## config.mk

```make
export PLATFORM = sky130hd
export DESIGN_NAME = dram_range_decoder
export DESIGN_NICKNAME = d
export VERILOG_FILES = /design/src/rtl/dram_dec_pkg.sv /design/src/rtl/dram_dec_ctrl.sv /design/src/rtl/dram_dec_match.sv /design/src/rtl/dram_range_decoder.sv
export SDC_FILE = /design/constraint.sdc
export NUM_CORES = 1
export LEC_CHECK = 0
export BUFFER_PORTS_ARGS = -buffer_cell sky130_fd_sc_hd__buf_4
export CORE_UTILIZATION = 23
export CTS_CLUSTER_SIZE = 25
export DETAILED_ROUTE_END_ITERATION = 8
export GPL_TIMING_DRIVEN = 0
export PLACE_DENSITY = 0.48
export SETUP_SLACK_MARGIN = 0.4
export SYNTH_ARGS = -nofsm -noshare
export SYNTH_HDL_FRONTEND = slang
export SYNTH_SLANG_ARGS = --single-unit
```

## constraint.sdc

```tcl
create_clock -name clk -period 8.25 [get_ports clk]
set_input_delay 0 -clock clk [delete_from_list [all_inputs] [get_ports clk]]
set_output_delay 0 -clock clk [all_outputs]
set_load 0.03 [all_outputs]
```

## src/rtl/dram_dec_pkg.sv

```systemverilog
package dram_dec_pkg;

  // strobes handed from the control side to the match datapath
  typedef struct packed {
    logic lookupGo;
    logic isWrite;
  } dec_strobe_t;

  // field positions inside the 32-bit configuration words
  localparam int RD_PERMIT_BIT = 0;
  localparam int WR_PERMIT_BIT = 1;
  localparam int ILV_FIELD_LO  = 8;
  localparam int ILV_FIELD_HI  = 10;
  localparam int ADDR_FIELD_LO = 16;
  localparam int ADDR_FIELD_HI = 31;

  // interleave mode code to compare mask; undefined codes mean no interleave
  function automatic logic [2:0] ilvModeMask(input logic [2:0] mode);
    case (mode)
      3'b001:  return 3'b001;
      3'b011:  return 3'b011;
      3'b111:  return 3'b111;
      default: return 3'b000;
    endcase
  endfunction

endpackage

```

## src/rtl/dram_dec_ctrl.sv

```systemverilog
module dram_dec_ctrl
  import dram_dec_pkg::*;
#(
  parameter int NUM_PAIRS = 8,
  parameter int REGION_W  = 16,
  parameter int NODE_W    = 3,
  localparam int IDX_W    = $clog2(NUM_PAIRS),
  localparam int CFG_AW   = IDX_W + 1
) (
  input  logic                                clk,
  input  logic                                rst_n,
  input  logic                                cfgWrEn,
  input  logic                                cfgRdEn,
  input  logic [CFG_AW-1:0]                   cfgAddr,
  input  logic [31:0]                         cfgWrData,
  output logic [31:0]                         cfgRdData,
  input  logic                                reqValid,
  input  logic                                reqIsWrite,
  output dec_strobe_t                         strobe,
  output logic [NUM_PAIRS-1:0][REGION_W-1:0]  baseAddr,
  output logic [NUM_PAIRS-1:0][REGION_W-1:0]  limitAddr,
  output logic [NUM_PAIRS-1:0][NODE_W-1:0]    nodeId,
  output logic [NUM_PAIRS-1:0][2:0]           ilvSel,
  output logic [NUM_PAIRS-1:0][2:0]           ilvMask,
  output logic [NUM_PAIRS-1:0]                rdArmed,
  output logic [NUM_PAIRS-1:0]                wrArmed
);

  logic [NUM_PAIRS-1:0]      rdPermit;
  logic [NUM_PAIRS-1:0]      wrPermit;
  logic [NUM_PAIRS-1:0][2:0] ilvMode;
  logic [IDX_W-1:0]          selIdx;
  logic                      selLimit;
  logic [31:0]               rdWord;

  assign selIdx   = cfgAddr[CFG_AW-1:1];
  assign selLimit = cfgAddr[0];

  always_ff @(posedge clk) begin
    if (!rst_n) begin
      baseAddr  <= '0;
      limitAddr <= '0;
      nodeId    <= '0;
      ilvSel    <= '0;
      ilvMode   <= '0;
      rdPermit  <= '0;
      wrPermit  <= '0;
    end else if (cfgWrEn) begin
      if (selLimit) begin
        limitAddr[selIdx] <= cfgWrData[ADDR_FIELD_HI:ADDR_FIELD_LO];
        ilvSel[selIdx]    <= cfgWrData[ILV_FIELD_HI:ILV_FIELD_LO];
        nodeId[selIdx]    <= cfgWrData[NODE_W-1:0];
      end else begin
        baseAddr[selIdx]  <= cfgWrData[ADDR_FIELD_HI:ADDR_FIELD_LO];
        ilvMode[selIdx]   <= cfgWrData[ILV_FIELD_HI:ILV_FIELD_LO];
        rdPermit[selIdx]  <= cfgWrData[RD_PERMIT_BIT];
        wrPermit[selIdx]  <= cfgWrData[WR_PERMIT_BIT];
      end
    end
  end

  // permissions reach the match logic one cycle after the start register
  always_ff @(posedge clk) begin
    if (!rst_n) begin
      rdArmed <= '0;
      wrArmed <= '0;
    end else begin
      rdArmed <= rdPermit;
      wrArmed <= wrPermit;
    end
  end

  generate
    for (genvar g = 0; g < NUM_PAIRS; g++) begin : g_mask
      assign ilvMask[g] = ilvModeMask(ilvMode[g]);
    end
  endgenerate

  always_comb begin
    rdWord = '0;
    if (selLimit) begin
      rdWord[ADDR_FIELD_HI:ADDR_FIELD_LO] = limitAddr[selIdx];
      rdWord[ILV_FIELD_HI:ILV_FIELD_LO]   = ilvSel[selIdx];
      rdWord[NODE_W-1:0]                  = nodeId[selIdx];
    end else begin
      rdWord[ADDR_FIELD_HI:ADDR_FIELD_LO] = baseAddr[selIdx];
      rdWord[ILV_FIELD_HI:ILV_FIELD_LO]   = ilvMode[selIdx];
      rdWord[RD_PERMIT_BIT]               = rdPermit[selIdx];
      rdWord[WR_PERMIT_BIT]               = wrPermit[selIdx];
    end
  end

  always_ff @(posedge clk) begin
    if (!rst_n)       cfgRdData <= '0;
    else if (cfgRdEn) cfgRdData <= rdWord;
  end

  assign strobe.lookupGo = reqValid;
  assign strobe.isWrite  = reqIsWrite;

  // a start-register write never disturbs the end-register fields
  assert_start_write_keeps_end_R2: assert property (@(posedge clk) disable iff (!rst_n)
    (cfgWrEn && !cfgAddr[0]) |=> ($stable(limitAddr) && $stable(nodeId) && $stable(ilvSel)));

  // armed permissions trail the programmed ones: a fresh permit is not yet armed
  assert_permit_arms_late_R8: assert property (@(posedge clk) disable iff (!rst_n)
    $rose(rdPermit[0]) |-> !rdArmed[0]);

endmodule

```

## src/rtl/dram_dec_match.sv

```systemverilog
module dram_dec_match
  import dram_dec_pkg::*;
#(
  parameter int NUM_PAIRS  = 8,
  parameter int ADDR_W     = 40,
  parameter int REGION_LSB = 24,
  parameter int ILV_LSB    = 12,
  parameter int NODE_W     = 3,
  localparam int REGION_W  = ADDR_W - REGION_LSB,
  localparam int IDX_W     = $clog2(NUM_PAIRS)
) (
  input  logic                                clk,
  input  logic                                rst_n,
  input  dec_strobe_t                         strobe,
  input  logic [ADDR_W-1:0]                   reqAddr,
  input  logic [NUM_PAIRS-1:0][REGION_W-1:0]  baseAddr,
  input  logic [NUM_PAIRS-1:0][REGION_W-1:0]  limitAddr,
  input  logic [NUM_PAIRS-1:0][NODE_W-1:0]    nodeId,
  input  logic [NUM_PAIRS-1:0][2:0]           ilvSel,
  input  logic [NUM_PAIRS-1:0][2:0]           ilvMask,
  input  logic [NUM_PAIRS-1:0]                rdArmed,
  input  logic [NUM_PAIRS-1:0]                wrArmed,
  output logic                                rspValid,
  output logic                                rspHit,
  output logic [NODE_W-1:0]                   rspNode,
  output logic [IDX_W-1:0]                    rspIndex
);

  logic [REGION_W-1:0]  region;
  logic [2:0]           ilvBits;
  logic [NUM_PAIRS-1:0] hitVec;
  logic                 anyHit;
  logic [IDX_W-1:0]     winIdx;

  assign region  = reqAddr[ADDR_W-1:REGION_LSB];
  assign ilvBits = reqAddr[ILV_LSB+2:ILV_LSB];

  generate
    for (genvar g = 0; g < NUM_PAIRS; g++) begin : g_slot
      logic inRange, typeOk, ilvOk;
      assign inRange  = (region >= baseAddr[g]) && (region <= limitAddr[g]);
      assign typeOk   = strobe.isWrite ? wrArmed[g] : rdArmed[g];
      assign ilvOk    = ((ilvBits ^ ilvSel[g]) & ilvMask[g]) == 3'b000;
      assign hitVec[g] = inRange && typeOk && ilvOk;
    end
  endgenerate

  // scan downward so the lowest matching index is the last one kept
  always_comb begin
    anyHit = 1'b0;
    winIdx = '0;
    for (int i = NUM_PAIRS - 1; i >= 0; i--) begin
      if (hitVec[i]) begin
        anyHit = 1'b1;
        winIdx = IDX_W'(i);
      end
    end
  end

  always_ff @(posedge clk) begin
    if (!rst_n) begin
      rspValid <= 1'b0;
      rspHit   <= 1'b0;
      rspNode  <= '0;
      rspIndex <= '0;
    end else begin
      rspValid <= strobe.lookupGo;
      rspHit   <= strobe.lookupGo && anyHit;
      rspNode  <= (strobe.lookupGo && anyHit) ? nodeId[winIdx] : '0;
      rspIndex <= (strobe.lookupGo && anyHit) ? winIdx : '0;
    end
  end

  assert_rsp_follows_req_R9: assert property (@(posedge clk) disable iff (!rst_n)
    strobe.lookupGo |=> rspValid);

  assert_idle_no_hit_R9: assert property (@(posedge clk) disable iff (!rst_n)
    !rspValid |-> !rspHit);

  assert_miss_zero_outputs_R7: assert property (@(posedge clk) disable iff (!rst_n)
    (rspValid && !rspHit) |-> (rspNode == '0 && rspIndex == '0));

  assert_unpermitted_read_misses_R4: assert property (@(posedge clk) disable iff (!rst_n)
    (strobe.lookupGo && !strobe.isWrite && rdArmed == '0) |=> !rspHit);

endmodule

```

## src/rtl/dram_range_decoder.sv

```systemverilog
module dram_range_decoder
  import dram_dec_pkg::*;
#(
  parameter int NUM_PAIRS  = 8,
  parameter int ADDR_W     = 40,
  parameter int REGION_LSB = 24,
  parameter int ILV_LSB    = 12,
  parameter int NODE_W     = 3,
  localparam int REGION_W  = ADDR_W - REGION_LSB,
  localparam int IDX_W     = $clog2(NUM_PAIRS),
  localparam int CFG_AW    = IDX_W + 1
) (
  input  logic              clk,
  input  logic              rst_n,
  input  logic              cfgWrEn,
  input  logic              cfgRdEn,
  input  logic [CFG_AW-1:0] cfgAddr,
  input  logic [31:0]       cfgWrData,
  output logic [31:0]       cfgRdData,
  input  logic              reqValid,
  input  logic              reqIsWrite,
  input  logic [ADDR_W-1:0] reqAddr,
  output logic              rspValid,
  output logic              rspHit,
  output logic [NODE_W-1:0] rspNode,
  output logic [IDX_W-1:0]  rspIndex
);

  dec_strobe_t                        strobe;
  logic [NUM_PAIRS-1:0][REGION_W-1:0] baseAddr;
  logic [NUM_PAIRS-1:0][REGION_W-1:0] limitAddr;
  logic [NUM_PAIRS-1:0][NODE_W-1:0]   nodeId;
  logic [NUM_PAIRS-1:0][2:0]          ilvSel;
  logic [NUM_PAIRS-1:0][2:0]          ilvMask;
  logic [NUM_PAIRS-1:0]               rdArmed;
  logic [NUM_PAIRS-1:0]               wrArmed;

  dram_dec_ctrl #(
    .NUM_PAIRS(NUM_PAIRS), .REGION_W(REGION_W), .NODE_W(NODE_W)
  ) u_ctrl (
    .clk(clk), .rst_n(rst_n),
    .cfgWrEn(cfgWrEn), .cfgRdEn(cfgRdEn), .cfgAddr(cfgAddr),
    .cfgWrData(cfgWrData), .cfgRdData(cfgRdData),
    .reqValid(reqValid), .reqIsWrite(reqIsWrite), .strobe(strobe),
    .baseAddr(baseAddr), .limitAddr(limitAddr), .nodeId(nodeId),
    .ilvSel(ilvSel), .ilvMask(ilvMask), .rdArmed(rdArmed), .wrArmed(wrArmed)
  );

  dram_dec_match #(
    .NUM_PAIRS(NUM_PAIRS), .ADDR_W(ADDR_W), .REGION_LSB(REGION_LSB),
    .ILV_LSB(ILV_LSB), .NODE_W(NODE_W)
  ) u_match (
    .clk(clk), .rst_n(rst_n), .strobe(strobe), .reqAddr(reqAddr),
    .baseAddr(baseAddr), .limitAddr(limitAddr), .nodeId(nodeId),
    .ilvSel(ilvSel), .ilvMask(ilvMask), .rdArmed(rdArmed), .wrArmed(wrArmed),
    .rspValid(rspValid), .rspHit(rspHit), .rspNode(rspNode), .rspIndex(rspIndex)
  );

endmodule

```

==> metrics.yaml <==
sw_frac_of_total_pct: 28.5
critical_path.max_stage_delay_ns: 0.91
ys_top_cells_by_count: "nand2_1, dfxtp_1, inv_1"
root_buffer: "clkbuf_16"
synth-compound-area-share_pct: 24.6
drcViolationCount: 0
yosysWarnings: 0
rr_endpoint: "u_match.rspNode[2]"
grt_overflow: 0
slowest_stage: "a211oi_1"
die_area_sq_um: 104000
synth_seq_cells: 390
synth_flop_cell: "dfxtp_1"
internal_power_w: 0.00342
grtUsageMet2_pct: 31.5
finalNetCount: 3478
place_congestion: 0.952
yosysMostFrequentCell: "nand2_1"
final_area_sq_um: 27600
power_density_nw_per_um2: 173
worst_pin_slew_ns: 1.53
placed_area_sq_um: 25700
tns_ns: 0
ios: 122
layout-drive-gt1-share_pct: 5.25
grt_pass1_vias: 21300
track_usage_pct: 20.3
htreeDepth: 2
relSlewSlack_pct: -1.71
cts_resized: 0
rr_worst_depth: 12
fin_crit_ns: 4.12
crit_path_end_kind: "register"
synthMuxAreaShare_pct: 0.701
fin_worst_hold_slack_ns: 0.0488
cp-start-kind: "register"
hold_path.class: "in2reg"
vdd_ir_drop_max_uv: 131
synth_edf_count: 0
ff2ff_setup_slack_ns: 4.13
p_comb_share_pct: 12.2
tritoncts: "done"
syn_area_per_cell_sq_um: 7.84
cts_buffers: 49
slew_violations: 22
rows: 117
numPlacedInstances: 4431
die_h_um: 322
leakage_nw: 9.14
path_cells: "inv_1 > ha_1 > a21o_1 > a31oi_1 > o21ai_1 > a211oi_1 > a211oi_2 > or3_4 > a21oi_1 > nand2_1 > mux2_1 > nand4_1"
hpwl_um: 81100
clk_pin_slew_ns: 0.06
synth-async-reset-ratio_pct: 0
failed_checks: "capacitance limit, slew limit"
status: "finished with violations"
die_w_um: 322
areaGrowthSynthToFinish_pct: 17.1
grt_pass1_wl_um: 153000
total_power_w: 0.00478
ys_types: 74
fin_worst_skew_ns: 0.0134
yosysTopAreaCellShare_pct: 33.1
synth_fa_ha_area_share_pct: 13.6
seq_area_frac_synth_pct: 33.1
grtUsageMet3_pct: 3.03
antenna_left: 0
busiest_layer: "met2"
port_buffers: 49
p_sw_w: 0.00136
crit_path_start: "u_ctrl.baseAddr[2]"
arrival_ns: 4.66
yosysTopAreaCell: "dfxtp_1"
grt_use_met1_pct: 28.2
grt_setup_unrepaired: "no"
finalSetupViolCount: 0
cap_violations: 2
cts.sinks: 390
postRouteWirelength_um: 107000
antenna_found_initial: 4
grt_max_degree: 17
synthSimpleGateAreaFrac_pct: 19.0
syn_area_sq_um: 23600
worstSetupPathType: "reg2reg"
vias: 22700
core_sq_um: 102000
clk_latency_ns: 0.62
pwr-share-seq_pct: 40.5
initial_core_util_pct: 23.2
critPathRequiredTime_ns: 8.79
worstSetupEndpoint: "u_match.rspNode[2]"
detail_route.wl_per_cell_um: 23.6
hold_viol_final: 0
firstDrtPassIters: 7
r2r-start: "u_ctrl.baseAddr[2]"
viasPerCell: 4.99
worst-path-max-fanout: 7
cts_buffer_depth: 3
final.period_utilization_pct: 50.0
ys_top_cells_by_area: "dfxtp_1, ha_1, nand2_1, a21boi_0, a21boi_1"
syn_inst: 3005
synthXorXnorAreaFrac_pct: 0.892
synth_top_family_by_area: "compound AO/OA/AOI/OAI gates"
n_antenna_cell: 0
stdcell_count: 4547
fmaxAchievable_mhz: 243
power_frac_clock_pct: 47.3
drtIter0Drc: 2148
-- stage by stage --
stage,worst slack (ns),util [%]
floorplan,5.48,-
global placement,3.83,25.2
detailed placement,3.85,25.2
CTS,4.30,27.1
global route,4.12,27.1
finish,4.13,27.1
-- cells in the final DEF, fill, tap and decap left out, types with 5 or more instances in the layout --
cell type      netlist  routed
buf_1               18      18
a22oi_1            130     130
o21ai_0             23      23
o211ai_1            32      32
a21o_1              26      26
a22o_1              20      20
mux2i_1             12      12
o21a_1               7       7
nand2b_1            34      34
conb_1               1      10
a31oi_1              9       9
clkbuf_8             0      15
ha_1               256     256
a211oi_1            14      14
and2_1              25      25
a21boi_0           209     209
clkbuf_1           186     194
nor3_1              13      13
nor2_1              34      34
clkinv_2             0      11
xor2_1              10      10
a21boi_1           158     158
inv_1              271     271
buf_4               13      62
nand4_1             83      83
nand2_1            755     755
dlygate4sd3_1        0      25
clkbuf_16            0      51
or3_1                5       5
a21oi_1             78      78
nor2b_1             16      16
dfxtp_1            390     390
xnor2_1             14      14
nor4_1               7       7
nand3_1             42      42
o21ai_1             14      14
and3_1               7       7
a221oi_1            28      28
-- sequential cells by signal, summed over array words and instances, names as in the netlist --
name              flops
u_ctrl.rdArmed        8
u_match.rspIndex      3
u_match.rspValid      1
u_match.rspHit        1
u_ctrl.wrArmed        8
u_ctrl.limitAddr    128
u_ctrl.rdPermit       8
u_match.rspNode       3
u_ctrl.wrPermit       8
u_ctrl.nodeId        24
u_ctrl.ilvMode       24
u_ctrl.cfgRdData     22
u_ctrl.baseAddr     128
u_ctrl.ilvSel        24
-- critical path: cells and delay by family (launching register included) --
| family | cells | cell delay [ns] |
|---|---|---|
| AO/OA/AOI/OAI | 6 | 2.31 |
| adder cells (fa/ha/maj) | 1 | 0.28 |
| buffers and inverters | 1 | 0.05 |
| flip-flops | 1 | 0.36 |
| multiplexers | 1 | 0.33 |
| AND/OR/NAND/NOR | 3 | 0.73 |
-- power by group through the flow --
stage / registers (W) / logic, W / clock network, W
final: 0.00194 / 0.000582 / 0.00226
after global routing: 0.00194 / 0.000623 / 0.00236
after floorplan: 0.00197 / 0.000308 / 0
after CTS: 0.00193 / 0.000569 / 0.00227
after global placement: 0.00198 / 0.000554 / 0
after detailed placement: 0.00198 / 0.000556 / 0
-- metal layers --
layer | share of wire, % | vias to the layer above | wire length [um]
li1 | - | 10600 | -
met5 | 0.010 | - | 11
met1 | 45 | 10900 | 48500
met4 | 3.7 | 2 | 4010
met3 | 8.0 | 190 | 8530
met2 | 43 | 993 | 46200
-- cell families (layout without fill, tap and decap cells) --
group,count (synthesis),after routing
buffers and inverters,493,658
AOI/OAI and AO/OA,790,790
muxes,16,16
and+or+nand+nor,1035,1035
adders and majority gates,256,256
xor gates and xnor gates,24,24
other,1,10
DFF,390,390
-- timing repair --
item	in CTS	in global routing
hold buffers	25	0
buffers inserted	0	0
hold endpoints to repair	145	0
-- cell type report --
| cell class | instances | area [sq um] |
|---|---|---|
| fillers | 11000 | 74100 |
| plain buffers | 222 | 902 |
| flip-flops and latches | 390 | 7810 |
| well taps | 1368 | 1710 |
| clock buffers | 75 | 1520 |
| inverters | 271 | 1020 |
| multi-input cells | 2131 | 13900 |
| repair buffers | 75 | 646 |
| clock inverters | 15 | 131 |
-- how the worst min path moves through the flow --
stage	slack, ns	start	cells after the start	end
2_1_floorplan	0.17	reqValid	2	u_match.rspHit
3_3_place_gp	0.31	cfgWrData[2]	3	u_ctrl.nodeId[17]
3_5_place_dp	0.31	cfgWrData[2]	3	u_ctrl.nodeId[11]
4_1_cts	0.006	cfgAddr[2]	5	u_ctrl.limitAddr[97]
5_1_grt	0.08	cfgAddr[2]	5	u_ctrl.limitAddr[97]
6_report	0.05	cfgAddr[2]	5	u_ctrl.limitAddr[97]
Power figures use the tool's default switching activity.
